--- src/rtl/trap_entry_unit.sv ---
module trap_entry_unit #(
  parameter int XLEN = 32,
  parameter int NIRQ = 12,
  parameter int EXC_W = 4,
  parameter int HART_W = 4,
  parameter int BRK_CODE = 3,
  parameter logic [XLEN-1:0] DBG_BASE = 32'h0002_0000,
  parameter logic [XLEN-1:0] DBG_EXC = 32'h0002_1100,
  parameter logic [XLEN-1:0] RST_TVEC = '0
) (
  input  logic                 clk,
  input  logic                 rst_n,
  input  logic [NIRQ-1:0]      irq_pend,
  input  logic [NIRQ-1:0]      irq_en,
  input  logic [NIRQ-1:0]      irq_dlg,
  input  logic [(1<<EXC_W)-1:0] exc_dlg,
  input  logic                 at_boundary,
  input  logic                 exc_req,
  input  logic [EXC_W-1:0]     exc_code,
  input  logic [XLEN-1:0]      pc_cur,
  input  logic                 dbg_active,
  input  logic [HART_W-1:0]    hart_id,
  input  logic                 vec_wr_m,
  input  logic                 vec_wr_s,
  input  logic [XLEN-1:0]      vec_wdata,
  input  logic                 ld_en,
  input  logic [1:0]           ld_priv,
  input  logic                 ld_mie,
  input  logic                 ld_sie,
  output logic                 trap_valid,
  output logic                 trap_to_s,
  output logic                 dbg_redirect,
  output logic [XLEN-1:0]      trap_pc,
  output logic [XLEN-1:0]      trap_cause,
  output logic [1:0]           priv,
  output logic                 mie,
  output logic                 sie,
  output logic                 mpie,
  output logic                 spie,
  output logic [1:0]           mpp,
  output logic                 spp,
  output logic [XLEN-1:0]      mepc,
  output logic [XLEN-1:0]      sepc,
  output logic [XLEN-1:0]      mtvec
);
  localparam int IDX_W = (NIRQ > 1) ? $clog2(NIRQ) : 1;
  localparam logic [1:0] PRV_U = 2'd0;
  localparam logic [1:0] PRV_S = 2'd1;
  localparam logic [1:0] PRV_M = 2'd3;

  logic [XLEN-1:0] stvec;
  logic [NIRQ-1:0] cand, m_set, s_set, sel;
  logic            m_ok, s_ok, take_irq, take_exc, take_dbg, dlg_hit, to_s;
  logic [IDX_W-1:0] idx;
  logic [XLEN-1:0] voff, hoff, m_pc, s_pc, dbg_pc, cause;

  assign cand  = irq_pend & irq_en;
  assign m_ok  = (priv != PRV_M) || mie;
  assign s_ok  = (priv == PRV_U) || ((priv == PRV_S) && sie);
  assign m_set = cand & ~irq_dlg & {NIRQ{m_ok}};
  assign s_set = cand & irq_dlg & {NIRQ{s_ok}};
  assign sel   = (|m_set) ? m_set : s_set;

  always_comb begin
    idx = '0;
    for (int i = NIRQ - 1; i >= 0; i--)
      if (sel[i]) idx = IDX_W'(i);
  end

  assign take_irq = at_boundary && !dbg_active && (|sel);
  assign take_exc = exc_req && !take_irq;
  assign take_dbg = take_exc && dbg_active;
  assign dlg_hit  = take_irq ? irq_dlg[idx] : exc_dlg[exc_code];
  assign to_s     = ((priv == PRV_U) || (priv == PRV_S)) && dlg_hit;

  assign voff   = {{(XLEN-IDX_W-2){1'b0}}, idx, 2'b00};
  assign hoff   = {{(XLEN-HART_W-2){1'b0}}, hart_id, 2'b00};
  assign m_pc   = {mtvec[XLEN-1:1], 1'b0} + ((mtvec[0] && take_irq) ? voff : '0);
  assign s_pc   = {stvec[XLEN-1:2], 2'b00};
  assign dbg_pc = (exc_code == EXC_W'(BRK_CODE)) ? DBG_BASE + hoff : DBG_EXC;
  assign cause  = take_irq ? {1'b1, {(XLEN-1-IDX_W){1'b0}}, idx}
                           : {{(XLEN-EXC_W){1'b0}}, exc_code};

  always_ff @(posedge clk) begin
    if (!rst_n) begin
      trap_valid <= 1'b0; trap_to_s <= 1'b0; dbg_redirect <= 1'b0;
      trap_pc <= '0; trap_cause <= '0;
      priv <= PRV_M; mie <= 1'b0; sie <= 1'b0; mpie <= 1'b0; spie <= 1'b0;
      mpp <= PRV_U; spp <= 1'b0; mepc <= '0; sepc <= '0;
      mtvec <= RST_TVEC & ~XLEN'(2); stvec <= '0;
    end else begin
      trap_valid   <= take_irq || take_exc;
      trap_to_s    <= (take_irq || (take_exc && !dbg_active)) && to_s;
      dbg_redirect <= take_dbg;
      if (vec_wr_m) mtvec <= vec_wdata & ~XLEN'(2);
      if (vec_wr_s) stvec <= vec_wdata;
      if (take_dbg) begin
        trap_pc    <= dbg_pc;
        trap_cause <= cause;
      end else if (take_irq || take_exc) begin
        trap_cause <= cause;
        if (to_s) begin
          trap_pc <= s_pc;
          spie <= sie; spp <= priv[0]; sie <= 1'b0; priv <= PRV_S; sepc <= pc_cur;
        end else begin
          trap_pc <= m_pc;
          mpie <= mie; mpp <= priv; mie <= 1'b0; priv <= PRV_M; mepc <= pc_cur;
        end
      end else if (ld_en) begin
        priv <= ld_priv; mie <= ld_mie; sie <= ld_sie;
      end
    end
  end

  p_mentry_r8: assert property (@(posedge clk) disable iff (!rst_n)
    (trap_valid && !trap_to_s && !dbg_redirect) |->
      (priv == PRV_M && !mie && mpie == $past(mie) && mpp == $past(priv)));

  p_sentry_r8: assert property (@(posedge clk) disable iff (!rst_n)
    trap_to_s |-> (priv == PRV_S && !sie && spie == $past(sie) && spp == $past(priv[0])));

  p_sdest_r5: assert property (@(posedge clk) disable iff (!rst_n)
    trap_to_s |-> ($past(priv) != PRV_M && trap_valid));

  p_dbg_hold_r9: assert property (@(posedge clk) disable iff (!rst_n)
    dbg_redirect |-> ($stable(priv) && $stable(mepc) && $stable(sepc) && !trap_cause[XLEN-1]));

  p_m_irq_gate_r2: assert property (@(posedge clk) disable iff (!rst_n)
    (trap_valid && trap_cause[XLEN-1] && !trap_to_s) |->
      ($past(priv) != PRV_M || $past(mie)));

  p_vec_bit1_r7: assert property (@(posedge clk) disable iff (!rst_n)
    $past(vec_wr_m) |-> (mtvec[1] == 1'b0 && mtvec[0] == $past(vec_wdata[0])));
endmodule

--- config.mk ---
export PLATFORM = sky130hd
export DESIGN_NAME = trap_entry_unit
export DESIGN_NICKNAME = d
export VERILOG_FILES = /design/src/rtl/trap_entry_unit.sv
export SDC_FILE = /design/constraint.sdc
export NUM_CORES = 1
export LEC_CHECK = 0
export ABC_AREA = 1
export BUFFER_PORTS_ARGS = -buffer_cell sky130_fd_sc_hd__buf_2
export CAP_MARGIN = 20
export CORE_MARGIN = 2
export CORE_UTILIZATION = 35
export CTS_CLUSTER_SIZE = 8
export DETAILED_ROUTE_END_ITERATION = 8
export PLACE_DENSITY = 0.58
export SYNTH_ARGS = -nofsm -noshare
export SYNTH_HDL_FRONTEND = slang
export SYNTH_SLANG_ARGS = --single-unit
export TNS_END_PERCENT = 100
--- constraint.sdc ---
create_clock -name clk -period 6.7 [get_ports clk]
set_clock_uncertainty 0.05 [all_clocks]
set_input_delay 1.34 -clock clk [delete_from_list [all_inputs] [get_ports clk]]
set_output_delay 1.34 -clock clk [all_outputs]
set_load 0.005 [all_outputs]
==> results of run 1 <==
==> critical path: cells and delay by family <==
kind | cells | cell delay (ns)
AND/OR/NAND/NOR | 24 | 3.42
adder cells (fa/ha/maj) | 2 | 0.42
buffers and inverters | 5 | 0.39
AO/OA/AOI/OAI | 2 | 0.39
XOR/XNOR | 1 | 0.18
==> cell families after synthesis <==
logic type	after synthesis
AOI/OAI and AO/OA	215
xor gates and xnor gates	28
adders and majority gates	5
buffers and inverters	187
DFF	172
other	1
and+or+nand+nor	554
==> per-layer routing <==
layer / track usage [%] / routed length, um
met3: 5.45 / 1960
met2: 34.8 / 12000
met1: 26.7 / 11900
met5: 0 / 0
met4: 6.84 / 514
==> final timing paths <==
check / start / to / slack [ns] / cells past startpoint
max: irq_pend[3] / trap_pc[30]$_SDFFE_PN0P_ / 0.82 / 34
min: stvec[4]$_SDFFE_PN0P_ / stvec[4]$_SDFFE_PN0P_ / 0.41 / 2
max reg2reg: priv[0]$_SDFFE_PN1P_ / trap_pc[30]$_SDFFE_PN0P_ / 1.15 / 32
min reg2reg: stvec[4]$_SDFFE_PN0P_ / stvec[4]$_SDFFE_PN0P_ / 0.41 / 2
==> cell type report <==
| type | instances | area (um^2) |
|---|---|---|
| fillers | 2525 | 13000 |
| multi-input cells | 832 | 4040 |
| flip-flops and latches | 172 | 3440 |
| repair buffers | 289 | 1480 |
| clock buffers | 19 | 453 |
| well taps | 319 | 399 |
| inverters | 87 | 327 |
| clock inverters | 13 | 200 |
| diodes | 4 | 10.0 |
==> report_power, final <==
group          total [W]  leakage, nW  switching [W]  internal, W
Sequential       0.00113         1.42      0.0000408      0.00109
Combinational   0.000448         3.31       0.000291     0.000158
Clock            0.00110        0.317       0.000450     0.000654
Total            0.00269         5.04       0.000782      0.00191
==> Yosys cell counts, drive strengths merged, types with 3 or more instances <==
cell and number:
ha 4, nand4 66, xnor2 5, dfxtp 172, buf 67, nand2 173
a21oi 70, nor3 13, nand3 96, xor2 23, o211ai 3, nor2 201
a31oi 6, o21ai 125, clkbuf 33, o21a 5, inv 86
==> flip-flops by register name, summed over array words and instances, names as in the netlist <==
| register | flops |
|---|---|
| trap_to_s | 1 |
| trap_cause | 5 |
| spp | 1 |
| sepc | 32 |
| priv | 2 |
| mtvec | 31 |
| mepc | 32 |
| spie | 1 |
| stvec | 30 |
| sie | 1 |
| trap_pc | 30 |
| mie | 1 |
| trap_valid | 1 |
| mpp | 2 |
| mpie | 1 |
| dbg_redirect | 1 |
==> placed cells by master, fill, tap and decap left out, types with 4 or more instances in the layout <==
| master | count |
|---|---|
| buf_2 | 275 |
| nor2_1 | 195 |
| dfxtp_1 | 172 |
| nand2_1 | 169 |
| o21ai_0 | 98 |
| nand3_1 | 93 |
| inv_1 | 79 |
| a21oi_1 | 69 |
| nand4_1 | 65 |
| conb_1 | 30 |
| o21ai_1 | 26 |
| xor2_1 | 23 |
| clkbuf_16 | 17 |
| buf_4 | 14 |
| nor3_1 | 13 |
| inv_2 | 7 |
| a31oi_1 | 6 |
| o21a_1 | 5 |
| xnor2_1 | 5 |
| diode_2 | 4 |
| nor2_2 | 4 |
| ha_1 | 4 |
| bufinv_16 | 4 |
| inv_6 | 4 |
==> stage by stage <==
| step | cells | setup WS (ns) |
|---|---|---|
| 6_report | 1735 | 0.819 |
| 5_1_grt | 1733 | 0.259 |
| 4_1_cts | 1731 | 0.857 |
| 3_5_place_dp | 1699 | 0.415 |
| 3_3_place_gp | 1699 | 0.424 |
| 2_1_floorplan | 1191 | 1.27 |
==> flow_summary.json, run 1 <==
{
  "run_status": "finished, final reports clean",
  "drt_wl_total_um": 26400,
  "io_buffer_count": 276,
  "dpl_cell_area_um2": 9690,
  "p_per_area_nw_per_um2": 260,
  "cts_made_buffers": 17,
  "min_period_ns": 5.88,
  "vias": 8469,
  "finalSetupViolCount": 0,
  "hold_ws_ns": 0.409,
  "cp_common_cell": "nand2_1",
  "ys_seq_elements": 172,
  "antenna_found_initial": 6,
  "place.gp.congestion": 0.893,
  "yosys.area.top_type": "dfxtp_1",
  "power_w": 0.00269,
  "num_rows": 56,
  "worstPathArrival_ns": 6.16,
  "synth_area_per_cell_um2": 7.12,
  "final_core_util_pct": 44.4,
  "final_cell_area_um2": 10300,
  "initial_utilization_pct": 35.5,
  "yosysTopAreaCellShare_pct": 41.6,
  "cp-start-kind": "input pin",
  "critPathSlowestCell": "nor4_1",
  "cts_root_buf": "clkbuf_16",
  "crit_required_ns": 6.98,
  "grt_pass1_wl_um": 41200,
  "cts_buffer_depth": 2,
  "cts.clk_slew.worst_paths_ns": 0.07,
  "crit_fanout": 9,
  "worst_pin_slew_ns": 0.884,
  "hold_buffers": 0,
  "firstDrtPassIters": 5,
  "synth_flop_cell": "dfxtp_1",
  "maxSlewHeadroom_pct": 41.0,
  "synth_top_family_by_area": "simple AND/OR/NAND/NOR gates",
  "clock-sinks": 172,
  "die-area_um2": 24900,
  "synth_seq_area_share_pct": 41.6,
  "fmax_mhz": 170,
  "cts-resized-gates": 0,
  "yosys.area_share.simple_pct": 29.8,
  "clock_insertion_delay_worst_skew_ns": 0.43,
  "vdd.ir_drop.worst_mv": 0.149,
  "htree_num_levels": 4,
  "viasPerCell": 4.88,
  "cts_tree": "yes",
  "yosysWarnings": 0,
  "ios": 308,
  "synth-compound-area-share_pct": 13.7,
  "cap_violations": 0,
  "tns_ns": 0,
  "yosys.area_share.adder_pct": 0.846,
  "syn-cell-area_um2": 8280,
  "synthMuxAreaShare_pct": 0,
  "core_area_um2": 23300,
  "fin_nets": 1540,
  "postSynth.asyncResetShare_pct": 0,
  "cp_slowest_stage_delay_ns": 0.40,
  "end_kind": "flop",
  "die_y_um": 158,
  "synth_edf_count": 0,
  "overflow": 0,
  "yosys-top-cells-area": "dfxtp_1, nor2_1, nand2_1",
  "synth_cells": 1162,
  "grt_max_degree": 75,
  "leakagePower_nw": 5.04,
  "hp-class": "reg2reg",
  "drtIter0Drc": 489,
  "wl_per_cell_um": 15.2,
  "rsz0062_at_grt": "no",
  "dp_hpwl_um": 18000,
  "ant_nets": 0,
  "yosysUniqueCellTypes": 40,
  "post_cts_buffers": 0,
  "hold_viol": 0,
  "synth_xor_area_share_pct": 2.96,
  "synthToLayoutAreaGrowth_pct": 25.0,
  "drive_gt1_share_pct": 24.4,
  "fin_crit_sh_pct": 87.8,
  "report.final.slew_viol_count": 0,
  "track_usage_pct": 21.0,
  "critPathKind": "in2reg",
  "drcViolationCount": 0,
  "grt_pass1_vias": 7923,
  "chipWidth_um": 158
}
(Power assumes the default switching activity.)
==> run 2: changes to the inputs <==
Settings changed: ABC_AREA 1 to 0.
==> run 2 against run 1 <==
Against the previous run:
- sequential power hardly changed
- critical path depth is 12 lower
- sequential cell count stayed put
- maximum frequency is 2.0% lower
- total power is 6.8% lower
- synthesized area is 0.30% higher
- die area is 0.30% higher
- critical path type unchanged
==> flow_summary.json, run 2 <==
{
  "synth_area_per_cell_um2": 9.09,
  "die-area_um2": 25000,
  "mostFrequentLayoutCell": "buf_2",
  "leakagePower_nw": 4.93,
  "clock-sinks": 172,
  "yosys.area_share.simple_pct": 18.8,
  "cts_tree": "yes",
  "grt_pass1_vias": 6868,
  "path_buf_inv": 1,
  "drt_wl_total_um": 24100,
  "htree_num_levels": 4,
  "syn-cell-area_um2": 8300,
  "cp_common_cell": "nor2_1",
  "internal_power_w": 0.00184,
  "grt_pass1_wl_um": 36700,
  "synthToLayoutAreaGrowth_pct": 25.9,
  "die_y_um": 158,
  "synth_top_family_by_area": "multiplexers",
  "pwr-share-comb_pct": 14.5,
  "fin_crit_sh_pct": 89.6,
  "final_core_util_pct": 44.7,
  "ys_seq_elements": 172,
  "hold_viol": 0,
  "cts_made_buffers": 17,
  "antenna_found_initial": 3,
  "chipWidth_um": 158,
  "synth_edf_count": 0,
  "critPathSlowestCell": "or4_1",
  "crit_required_ns": 6.97,
  "rr_worst_depth": 21,
  "tns_ns": 0,
  "synth_flop_cell": "dfxtp_1",
  "worstPathArrival_ns": 6.27,
  "place.gp.congestion": 0.887,
  "synth.most_common_cell": "dfxtp_1",
  "p_switching_w": 0.000665,
  "netlist_top_cells_count": "dfxtp_1, nand2_1, mux2i_1, nor2_1, buf_4",
  "overflow": 0,
  "top_regs": "mepc: 32 flops, sepc: 32 flops, mtvec: 31 flops",
  "synth_xor_area_share_pct": 2.85,
  "clock_insertion_delay_worst_skew_ns": 0.43,
  "p_seq_share_pct": 44.3,
  "p_per_area_nw_per_um2": 240,
  "power_frac_clock_pct": 41.1,
  "yosys-top-cells-area": "dfxtp_1, mux2i_1, nand2_1",
  "cts_buffer_depth": 2,
  "run_status": "finished, final reports clean",
  "cap_violations": 0,
  "yosysWarnings": 0,
  "fill_cells": 2375,
  "path_cells": "buf_2, and3b_1, or4_4, or4_1, o22ai_1, a211oi_2, o31ai_2, nand2b_1, nor2_1, ha_1, fa_1, a21o_1, a21oi_1, nor2_1, and2_0, nand2_1, or3_1, nor2_1, nand4_1, xnor2_1, mux2i_1, o21ai_0",
  "rsz0062_at_grt": "no",
  "firstDrtPassIters": 4,
  "cts-resized-gates": 0,
  "crit_fanout": 11,
  "min_period_ns": 6.00,
  "viasPerCell": 4.84,
  "cp_slowest_stage_delay_ns": 0.76,
  "post_cts_buffers": 0,
  "num_rows": 56,
  "grt_max_degree": 106,
  "vias": 7276,
  "yosys.area_share.adder_pct": 0.844,
  "fin_nets": 1312,
  "report.final.slew_viol_count": 0,
  "vdd.ir_drop.worst_mv": 0.133,
  "synth_seq_area_share_pct": 41.5,
  "mostFrequentLayoutCells": "buf_2, dfxtp_1, nand2_1",
  "switching_share_pct": 26.5,
  "fmax_mhz": 167,
  "drcViolationCount": 0,
  "yosys.area.top_type": "dfxtp_1",
  "hold_buffers": 0,
  "io_buffer_count": 276,
  "cp_num_cells": 22,
  "yosysUniqueCellTypes": 69,
  "end_kind": "flop",
  "initial_utilization_pct": 35.5,
  "cts.clk_slew.worst_paths_ns": 0.07,
  "drtIter0Drc": 424,
  "cts_root_buf": "clkbuf_16",
  "yosysTopAreaCellShare_pct": 41.5,
  "wl_per_cell_um": 16.0,
  "drive_gt1_share_pct": 28.9,
  "synthMuxAreaShare_pct": 20.6,
  "ant_nets": 0,
  "postSynth.asyncResetShare_pct": 0,
  "critPathKind": "in2reg",
  "hold_depth": 2,
  "finalSetupViolCount": 0,
  "ios": 308,
  "core_area_um2": 23400,
  "worst_pin_slew_ns": 1.02,
  "synth_cells": 914,
  "synth-compound-area-share_pct": 9.19,
  "cp_top_family": "simple AND/OR/NAND/NOR gates",
  "cp-start-kind": "input pin",
  "dp_hpwl_um": 17700,
  "hp-class": "reg2reg",
  "maxSlewHeadroom_pct": 31.9,
  "track_usage_pct": 18.7
}
-- run 2: cell types whose count changed after synthesis, sizes merged, moves of 52 or more --
cell	previous run	this run
a21oi	70	18
inv	86	5
mux2i	0	157
nand3	96	21
nand4	66	8
nor2	201	97
o21ai	125	36
-- run 2: logic make-up after synthesis --
group,Yosys count
AOI/OAI and AO/OA,112
xor gates and xnor gates,27
adders and majority gates,5
buffers and inverters,87
DFF,172
muxes,164
other,1
and+or+nand+nor,346
-- run 2: worst register-to-register path: stages (launching register included) --
cell and delay [ns]:
dfxtp_1 0.40, inv_1 0.14, o2111ai_1 0.16, or4_1 0.76
o22ai_1 0.28, a211oi_2 0.13, o31ai_2 0.37, nand2b_1 0.14
nor2_1 0.13, ha_1 0.19, fa_1 0.21, a21o_1 0.14
a21oi_1 0.11, nor2_1 0.15, and2_0 0.19, nand2_1 0.13
or3_1 0.45, nor2_1 0.18, nand4_1 0.13, xnor2_1 0.15
mux2i_1 0.11, o21ai_0 0.07
-- run 2: cell type report --
class                           count  area [um^2]  area share, %
Tap cell                          319          399           3.82
Sequential cell                   172         3440           32.9
Clock inverter                     11          159           1.52
Antenna cell                        1         2.50         0.0239
Clock buffer                       21          450           4.31
Timing Repair Buffer              291         1520           14.5
Multi-Input combinational cell    684         4460           42.7
Inverter                            5         18.8          0.180
-- run 2: path summary, 6_finish.rpt --
check / startpoint / end / slack [ns]
setup / recovery: irq_dlg[7] / trap_pc[30]$_SDFFE_PN0P_ / 0.70
hold / removal: trap_pc[23]$_SDFFE_PN0P_ / trap_pc[23]$_SDFFE_PN0P_ / 0.40
setup reg to reg: priv[1]$_SDFFE_PN1P_ / trap_pc[30]$_SDFFE_PN0P_ / 1.83
hold reg to reg: trap_pc[23]$_SDFFE_PN0P_ / trap_pc[23]$_SDFFE_PN0P_ / 0.40
-- run 2: per-layer routing --
metal | wire, um | part of all wire, % | up-vias | global-route usage, %
met4 | 291 | 1.2 | 0 | 4.76
met1 | 10600 | 44 | 3388 | 23.0
met5 | 0 | 0 | - | 0
met3 | 2170 | 9.0 | 26 | 7.09
met2 | 11100 | 46 | 237 | 30.9
li1 | - | - | 3625 | -
-- run 2: metrics by stage --
stage          cell area (um^2)  setup WS [ns]  std cells  hold slack [ns]  total power, W
3_5_place_dp               9830          0.196       1470            0.387         0.00150
4_1_cts                   10400          0.653       1502            0.403         0.00254
5_1_grt                   10500          0.292       1504            0.422         0.00263
3_3_place_gp               9830          0.226       1470            0.379         0.00150
6_report                  10500          0.696       1504            0.400         0.00251
2_1_floorplan              8410          0.704        943            0.399         0.00136
-- run 2: power by group through the flow --
stage | Clock (W) | Sequential [W] | Combinational (W)
6_report | 0.00103 | 0.00111 | 0.000364
5_1_grt | 0.00111 | 0.00112 | 0.000403
4_1_cts | 0.00107 | 0.00111 | 0.000366
3_5_place_dp | 0 | 0.00113 | 0.000365
3_3_place_gp | 0 | 0.00113 | 0.000362
2_1_floorplan | 0 | 0.00113 | 0.000225
